`src/rtl/clkdiv_pkg.sv`:
```
package clkdiv_pkg;
  localparam int DOMAINS   = 3;
  localparam int SEL_W     = 3;
  localparam int MAX_SHIFT = 5;
  localparam int SHIFT_W   = $clog2(MAX_SHIFT + 1);
  localparam int CNT_W     = MAX_SHIFT;
  localparam int CFG_W     = DOMAINS * SEL_W;
  localparam int DOM_CPU   = 0;

  typedef logic [SHIFT_W-1:0] shift_t;

  // control-to-datapath strobe bundle
  typedef struct packed {
    logic                      apply;
    logic [DOMAINS-1:0][SHIFT_W-1:0] shift;
  } ctlStrobe_t;

  // rate code to log2 of divide ratio; out-of-range codes saturate
  function automatic shift_t decodeSel(input logic [SEL_W-1:0] code);
    if (code > SEL_W'(MAX_SHIFT)) return shift_t'(MAX_SHIFT);
    return shift_t'(code);
  endfunction
endpackage

```
`src/rtl/clkdiv_ctrl.sv`:
```
module clkdiv_ctrl
  import clkdiv_pkg::*;
(
  input  logic             clk,
  input  logic             rstN,
  input  logic             wrEn,
  input  logic [CFG_W-1:0] wrData,
  input  logic             busCycleEnd,
  output ctlStrobe_t       strobes
);
  logic [CFG_W-1:0]   pendCfg;
  logic               pendValid;
  logic               applyNow;
  shift_t [DOMAINS-1:0] reqShift;
  shift_t [DOMAINS-1:0] nextShift;
  shift_t [DOMAINS-1:0] activeShift;

  assign applyNow = busCycleEnd & pendValid;

  genvar d;
  generate
    for (d = 0; d < DOMAINS; d++) begin : g_dom
      assign reqShift[d] = decodeSel(pendCfg[d*SEL_W +: SEL_W]);
      if (d == DOM_CPU) begin : g_lead
        assign nextShift[d] = reqShift[d];
      end else begin : g_clamp
        // never faster than the lead domain
        assign nextShift[d] = (reqShift[d] > reqShift[DOM_CPU]) ? reqShift[d] : reqShift[DOM_CPU];
      end


      shift_range_chk: assert property (@(posedge clk) disable iff (!rstN)
        activeShift[d] <= shift_t'(MAX_SHIFT));
    end
  endgenerate

  always_ff @(posedge clk) begin
    if (!rstN) begin
      pendCfg     <= '0;
      pendValid   <= 1'b0;
      activeShift <= '0;
    end else begin
      if (applyNow) activeShift <= nextShift;
      if (wrEn) begin
        pendCfg   <= wrData;
        pendValid <= 1'b1;
      end else if (applyNow) begin
        pendValid <= 1'b0;
      end
    end
  end

  assign strobes.apply = applyNow;
  assign strobes.shift = activeShift;


  hold_until_end_chk: assert property (@(posedge clk) disable iff (!rstN)
    !busCycleEnd |=> $stable(activeShift));


  pend_clear_chk: assert property (@(posedge clk) disable iff (!rstN)
    (pendValid && busCycleEnd && wrEn) |=> pendValid);


  idle_end_chk: assert property (@(posedge clk) disable iff (!rstN)
    (busCycleEnd && !pendValid) |=> $stable(activeShift));
endmodule

```
`src/rtl/clkdiv_dp.sv`:
```
module clkdiv_dp
  import clkdiv_pkg::*;
(
  input  logic               clk,
  input  logic               rstN,
  input  ctlStrobe_t         strobes,
  output logic [DOMAINS-1:0] ticks
);
  logic [CNT_W-1:0] phaseCnt;

  // one shared phase counter keeps every domain aligned
  always_ff @(posedge clk) begin
    if (!rstN)              phaseCnt <= '0;
    else if (strobes.apply) phaseCnt <= '0;
    else                    phaseCnt <= phaseCnt + 1'b1;
  end

  genvar d;
  generate
    for (d = 0; d < DOMAINS; d++) begin : g_tick
      logic [CNT_W-1:0] lowMask;
      assign lowMask  = ~({CNT_W{1'b1}} << strobes.shift[d]);
      assign ticks[d] = &(phaseCnt | ~lowMask);


      single_pulse_chk: assert property (@(posedge clk) disable iff (!rstN)
        (ticks[d] && !strobes.apply && strobes.shift[d] != '0) |=> !ticks[d]);

      if (d != DOM_CPU) begin : g_sub

        not_faster_chk: assert property (@(posedge clk) disable iff (!rstN)
          ticks[d] |-> ticks[DOM_CPU]);
      end
    end
  endgenerate


  phase_restart_chk: assert property (@(posedge clk) disable iff (!rstN)
    strobes.apply |=> (phaseCnt == '0));
endmodule

```
`src/rtl/clk_rate_ctl.sv`:
```
module clk_rate_ctl
  import clkdiv_pkg::*;
(
  input  logic       clk,
  input  logic       rstN,
  input  logic       wrEn,
  input  logic [8:0] wrData,
  input  logic       busCycleEnd,
  output logic       cpuTick,
  output logic       perTick,
  output logic       extTick
);
  ctlStrobe_t         strobes;
  logic [DOMAINS-1:0] ticks;

  clkdiv_ctrl u_ctrl (
    .clk        (clk),
    .rstN       (rstN),
    .wrEn       (wrEn),
    .wrData     (wrData),
    .busCycleEnd(busCycleEnd),
    .strobes    (strobes)
  );

  clkdiv_dp u_dp (
    .clk    (clk),
    .rstN   (rstN),
    .strobes(strobes),
    .ticks  (ticks)
  );

  assign cpuTick = ticks[0];
  assign perTick = ticks[1];
  assign extTick = ticks[2];
endmodule

```
`config.mk`:
```
export PLATFORM = sky130hd
export DESIGN_NAME = clk_rate_ctl
export DESIGN_NICKNAME = d
export VERILOG_FILES = /design/src/rtl/clkdiv_pkg.sv /design/src/rtl/clkdiv_ctrl.sv /design/src/rtl/clkdiv_dp.sv /design/src/rtl/clk_rate_ctl.sv
export SDC_FILE = /design/constraint.sdc
export NUM_CORES = 1
export LEC_CHECK = 0
export CAP_MARGIN = 5
export CORE_MARGIN = 2
export CORE_UTILIZATION = 53
export CTS_CLUSTER_DIAMETER = 200
export DETAILED_ROUTE_END_ITERATION = 8
export HOLD_SLACK_MARGIN = 0.06
export PLACE_DENSITY = 0.77
export SLEW_MARGIN = 15
export SYNTH_ARGS = -nofsm -noshare
export SYNTH_HDL_FRONTEND = slang
export SYNTH_SLANG_ARGS = --single-unit
```
`constraint.sdc`:
```
create_clock -name clk -period 2.1 [get_ports clk]
set_input_delay 0.21 -clock clk [delete_from_list [all_inputs] [get_ports clk]]
set_output_delay 0.21 -clock clk [all_outputs]
set_load 0.01 [all_outputs]
```
==> impl_metrics.ini, run 1 <==
[critical_path]
critPathMaxFanout = 7
r2r-start = u_ctrl.pendCfg[2]
r2r_cells = 5
arrival_ns = 1.80
r2r_end = u_ctrl.strobes[4]
cp.required_ns = 1.89
worstSetupPathType = reg -> out
rrSetupSlack_ns = 0.28
start_kind = flip-flop
endpoint_kind = output pin

[layout]
final_nets = 169
area_growth_pct = 16.2
fillers = 190
antennaDiodeCount = 0
final_area_mm2 = 0.00141
fin_cells = 175
drive_gt1_share_pct = 6.12

[yosys]
ys.flop_type = dfxtp_1
syn_nets = 155
synth_cells = 135
synth-edff-count = 0
yosys_warnings = 0
synth_area_mm2 = 0.00121
synthArstFlopShare_pct = 0
syn_avg_cell_area_um2 = 8.97
ys_seq_elements = 24
synth_cell_types = 28
yosysSeqAreaShare_pct = 39.7

[timing]
hold_viol_final = 0
finalSetupViolations = 0
fmax_mhz = 498
skew_ns = 0.00160
period_needed_ns = 2.01
finalMaxSlewViolations = 0
holdWs_ns = 0.482
tightest_slew_ns = 0.538
period_share_pct = 95.6
slew_headroom_pct = 64.0
setup_ws_ns = 0.0916
rsz0062_at_grt = no
fin_tns_setup_ns = 0

[clocking]
cts.sinks = 24
clock-root-buffer = clkbuf_4
cts_tree = done
htreeDepth = 1
clk_path_buf_depth = 2
post_cts_buffers = 0
cts_buffers = 3
clk_pin_slew_ns = 0.11
worstSkewPairLatency_ns = 0.31

[die]
io_pins = 16
core-area_mm2 = 0.00219
fp.dieH_um = 51.8
die_width_um = 51.8
die_area_mm2 = 0.00268
rows = 17
initial_core_util_pct = 55.3

[power_and_ir_drop]
peakVddDrop_uv = 351
powerDensity_mw_per_mm2 = 592
leakagePower_uw = 0.000547

[hold_path]
hold_start = u_ctrl.strobes[3]
holdCritPathClass = reg -> reg
min_to = u_ctrl.strobes[3]
hold_path_depth = 2

[global_routing]
first_global_vias = 982
grt_max_degree = 13
grt_pass1_wl_mm = 4.03
gr-total-overflow = 0
grt_antenna_before_repair = 0
gr-usage-all-layers_pct = 19.6

[routing]
ant_nets = 0
via_per_inst = 5.68
drt-initial-drc-count = 16
via_count = 994
wire_per_inst_um = 13.0
finalWirelength_mm = 2.27
route.detailed.drc = 0
first_pass_iters = 4

[run]
max_cap_viol_count = 0

[place]
pre_cts_ws_ns = 0.268
post_dp_cell_area_mm2 = 0.00137
portBuffers = 15
dp_cells = 172
dp_hpwl_mm = 1.75
gp_congestion = 0.778

[outcome]
outcome = finished clean
synthesized netlist by cell type (3+ instances only):
cell type	instances	area share (%)
nand2_1	8	2.5
a21o_1	3	1.9
nor2b_1	12	6.2
nor2_1	6	1.9
o221ai_1	3	2.2
nand3_1	6	2.5
o21ai_0	8	3.3
inv_1	9	2.8
o211ai_1	7	4.3
a222oi_1	3	2.5
ha_1	7	7.2
mux2i_1	9	7.4
clkbuf_1	3	0.93
or3_1	4	2.1
buf_2	4	1.7
dfxtp_1	24	40
area by class of cell:
cell class	count	area (um2)	share of cell area (%)
well taps	28	35.0	2.49
clock buffers	3	22.5	1.60
flip-flops and latches	24	488	34.7
multi-input cells	95	666	47.3
inverters	9	33.8	2.40
repair buffers	16	163	11.6
worst max-delay path: stages, from the launching register on:
cell	delay, ns
dfxtp_2	0.42
o221ai_1	0.14
a222oi_1	0.34
clkdlybuf4s50_1	0.59
worst max-delay path by stage:
| stage | start | endpoint | slack, ns | cells past startpoint |
|---|---|---|---|---|
| 2_1_floorplan | u_ctrl.pendCfg[2] | u_ctrl.strobes[3] | 0.53 | 6 |
| 3_3_place_gp | u_dp.phaseCnt[0] | extTick | 0.32 | 3 |
| 3_5_place_dp | u_dp.phaseCnt[0] | extTick | 0.27 | 3 |
| 4_1_cts | u_dp.phaseCnt[1] | extTick | 0.009 | 3 |
| 5_1_grt | u_dp.phaseCnt[0] | perTick | 0.03 | 3 |
| 6_report | u_dp.phaseCnt[4] | perTick | 0.09 | 3 |
placed cells by master (no fill, tap or decap):
master            n
nand3_1           6
dfxtp_1          20
clkdlybuf4s50_1  13
a211oi_1          2
o22ai_1           2
o211ai_1          7
inv_1             9
or3_1             4
nand2b_1          1
nor2b_1          12
nor2_1            6
nand2_1           8
a21oi_1           2
mux2i_1           9
xor2_1            2
nand4_1           1
and3_1            2
dlymetal6s2s_1    2
clkbuf_4          3
buf_4             1
or4_1             2
and2_1            2
a21o_1            3
dfxtp_4           1
nand3_2           1
ha_1              7
o21a_1            1
a222oi_1          3
dfxtp_2           3
o221ai_1          3
o21ai_0           8
xnor2_1           1
flip-flops by register name (all words and copies together) (netlist names):
name,cells
u_ctrl.pendCfg,9
u_ctrl.strobes,9
u_dp.phaseCnt,5
u_ctrl.pendValid,1
timing repair:
action | 4_1_cts | 5_1_grt
pin swaps | 0 | 0
setup endpoints to repair | 3 | 3
gates resized for setup | 2 | 5
hold endpoints to repair | 0 | 0
hold buffers | 0 | 0
logic make-up (layout without fill, tap and decap cells):
logic type	Yosys count	after routing	share of synthesized area (%)
flip-flops	24	24	39.7
adder cells (fa/ha/maj)	7	7	7.23
buffers and inverters	16	28	5.37
AND/OR/NAND/NOR	45	45	20.2
multiplexers	9	9	7.44
XOR/XNOR	3	3	2.17
AO/OA/AOI/OAI	31	31	17.9
stage by stage:
step           utilization [%]  power (uW)
2_1_floorplan                -         597
3_3_place_gp              62.6         643
3_5_place_dp              62.6         651
4_1_cts                   63.8         838
5_1_grt                   64.2         874
6_report                  64.2         834
layer usage:
metal  up-vias  GRT usage, %  share of wire, %
met5         -             0                 0
met4         0          7.46               1.5
met3         5          1.72               3.3
met2        18          34.4                50
met1       456          24.7                45
li1        515             -                 -
power by group:
group	switching, uW	internal, uW	total, uW
clock network	125	67.2	192
logic	70.9	73.3	144
registers	21.2	476	498
total	217	617	834
Power figures use the tool's default switching activity.
==> run 2, diff against run 1 <==
--- a/config.mk
+++ b/config.mk
@@ -7,11 +7,12 @@
 export LEC_CHECK = 0
 export CAP_MARGIN = 5
 export CORE_MARGIN = 2
-export CORE_UTILIZATION = 53
+export CORE_UTILIZATION = 56
+export CTS_BUF_LIST = sky130_fd_sc_hd__clkbuf_8
 export CTS_CLUSTER_DIAMETER = 200
 export DETAILED_ROUTE_END_ITERATION = 8
 export HOLD_SLACK_MARGIN = 0.06
-export PLACE_DENSITY = 0.77
+export PLACE_DENSITY = 0.81
 export SLEW_MARGIN = 15
 export SYNTH_ARGS = -nofsm -noshare
 export SYNTH_HDL_FRONTEND = slang
==> run 2 against run 1 <==
Against the previous run:
- first-iteration DRC count up 38%
- highest routed layer unchanged
- clock power increased by 34%
- design area grew 1.1%
- clock skew grew 0.00095 ns
- hold slack lost 0.012 ns
- sequential share of layout area down 0.54 points
- utilization rose by 6.8 points
- non-clock buffer count is the same
- die area decreased by 5.0%
- critical endpoint unchanged
- final cell count is 0.57% lower
- routed wire length up 5.1%
==> impl_metrics.ini, run 2 (same netlist as run 1, synthesis figures left out) <==
[outcome]
outcome = finished clean

[power_and_ir_drop]
power_frac_comb_pct = 15.9
pwr-share-clk_pct = 28.6
powerDensity_mw_per_mm2 = 631
seqPwrFrac_pct = 55.5
p_int_uw = 677
peakVddDrop_uv = 433
leakagePower_uw = 0.000554
p_switching_uw = 221
switching_share_pct = 24.6

[clocking]
cts_tree = done
clk_path_buf_depth = 2
cts_buffers = 3
clk_pin_slew_ns = 0.07
cts.sinks = 24
htreeDepth = 1
clock-root-buffer = clkbuf_8
worstSkewPairLatency_ns = 0.26

[global_routing]
grt_max_degree = 13
first_global_vias = 948
gr-usage-all-layers_pct = 21.3
grt_antenna_before_repair = 0
gr-total-overflow = 0
grt_pass1_wl_mm = 4.09

[routing]
met2_length_mm = 1.28
via_per_inst = 5.78
via_count = 1005
drt-initial-drc-count = 22
route.detailed.drc = 0
dr_wl_met3_um = 100
finalWirelength_mm = 2.39
highest_layer = met4
first_pass_iters = 4
wl_met1_um = 966
wire_per_inst_um = 13.7
ant_nets = 0

[place]
gp_congestion = 0.796
dp_hpwl_mm = 1.86
dp_cells = 171
portBuffers = 15

[hold_path]
hold_start = u_ctrl.strobes[6]
hold_path_depth = 2
holdCritPathClass = reg -> reg
min_to = u_ctrl.strobes[6]

[run]
max_cap_viol_count = 0

[timing]
finalSetupViolations = 0
tightest_slew_ns = 0.527
rsz0062_at_grt = yes
hold_viol_final = 0
period_needed_ns = 1.99
fmax_mhz = 503
finalMaxSlewViolations = 0
skew_ns = 0.00256
fin_tns_setup_ns = 0
period_share_pct = 94.7
slew_headroom_pct = 64.8

[layout]
multiInputGateArea_um2 = 666
fillers = 168
final_cell_mix = dfxtp_1 (20), clkdlybuf4s50_1 (13), nor2b_1 (12)
area_growth_pct = 17.5
antennaDiodeCount = 0
ff_latch_area_um2 = 485
drive_gt1_share_pct = 6.12
final_nets = 169
fin_cells = 174
final_common_cell = dfxtp_1

[critical_path]
start_kind = flip-flop
cp.required_ns = 1.89
r2r_cells = 5
endpoint_kind = output pin
critPathMaxFanout = 10
worstSetupPathType = reg -> out
rrSetupSlack_ns = 0.31
arrival_ns = 1.78
r2r-start = u_ctrl.pendCfg[2]
r2r_end = u_ctrl.strobes[5]

[die]
fp.dieH_um = 50.5
io_pins = 16
core-area_mm2 = 0.00200
initial_core_util_pct = 60.5
die_area_mm2 = 0.00255
rows = 16
die_width_um = 50.5
## run 2: cell counts in the layout (fill, tap and decap cells not counted)
No cell type changed its count.
## run 2: power by group through the flow
stage,registers (uW),logic (uW),clock network (uW)
floorplan,498,98.9,0
global placement,506,137,0
detailed placement,508,143,0
CTS,498,145,263
global route,502,162,281
finish,498,143,257
## run 2: repair_timing
| action | CTS | global route |
|---|---|---|
| hold buffers | 0 | 0 |
| endpoints found under the hold margin | 0 | 0 |
| gates resized for setup | 3 | 3 |
| buffers inserted | 0 | 0 |
| endpoints found under the setup margin | 2 | 3 |
| pin swaps | 1 | 1 |
## run 2: worst max-delay path, cell delays in order, from the launching register on
cell and delay [ns]:
dfxtp_2 0.41, nand4_1 0.19, a222oi_1 0.32, clkdlybuf4s50_1 0.60
## run 2: final cells by class
cell class	instances	area share [%]
Clock buffer	3	2.90
Tap cell	27	2.37
Inverter	9	2.37
Sequential cell	24	34.1
Timing Repair Buffer	16	11.4
Multi-Input combinational cell	95	46.8
## run 2: metrics by stage
stage	hold slack [ns]	utilization [%]	area [um2]	power, uW	worst slack [ns]
after floorplan	0.356	-	1210	597	0.528
after global placement	0.457	68.5	1370	643	0.312
after detailed placement	0.453	68.5	1370	651	0.190
after CTS	0.469	70.8	1420	905	0.0262
after global routing	0.492	71.1	1420	945	-0.0112
final	0.469	71.1	1420	898	0.111
## run 2: worst max path at each step
stage / start / end / slack [ns]
after global routing: u_dp.phaseCnt[0] / perTick / -0.01
after detailed placement: u_dp.phaseCnt[0] / cpuTick / 0.19
after CTS: u_dp.phaseCnt[0] / cpuTick / 0.03
after floorplan: u_ctrl.pendCfg[2] / u_ctrl.strobes[3] / 0.53
after global placement: u_dp.phaseCnt[0] / cpuTick / 0.31
final: u_dp.phaseCnt[0] / perTick / 0.11
## run 2: layer usage
metal	up-vias	track usage, %
met5	-	0
met4	0	8.11
met3	7	2.68
met2	32	40.1
met1	455	24.2
li1	511	-
==> run 3, diff against run 2 <==
--- a/config.mk
+++ b/config.mk
@@ -11,7 +11,6 @@
 export CTS_BUF_LIST = sky130_fd_sc_hd__clkbuf_8
 export CTS_CLUSTER_DIAMETER = 200
 export DETAILED_ROUTE_END_ITERATION = 8
-export HOLD_SLACK_MARGIN = 0.06
 export PLACE_DENSITY = 0.81
 export SLEW_MARGIN = 15
 export SYNTH_ARGS = -nofsm -noshare
==> results of run 3 <==
No change in the layout: final DEF, timing and power equal those of run 2.
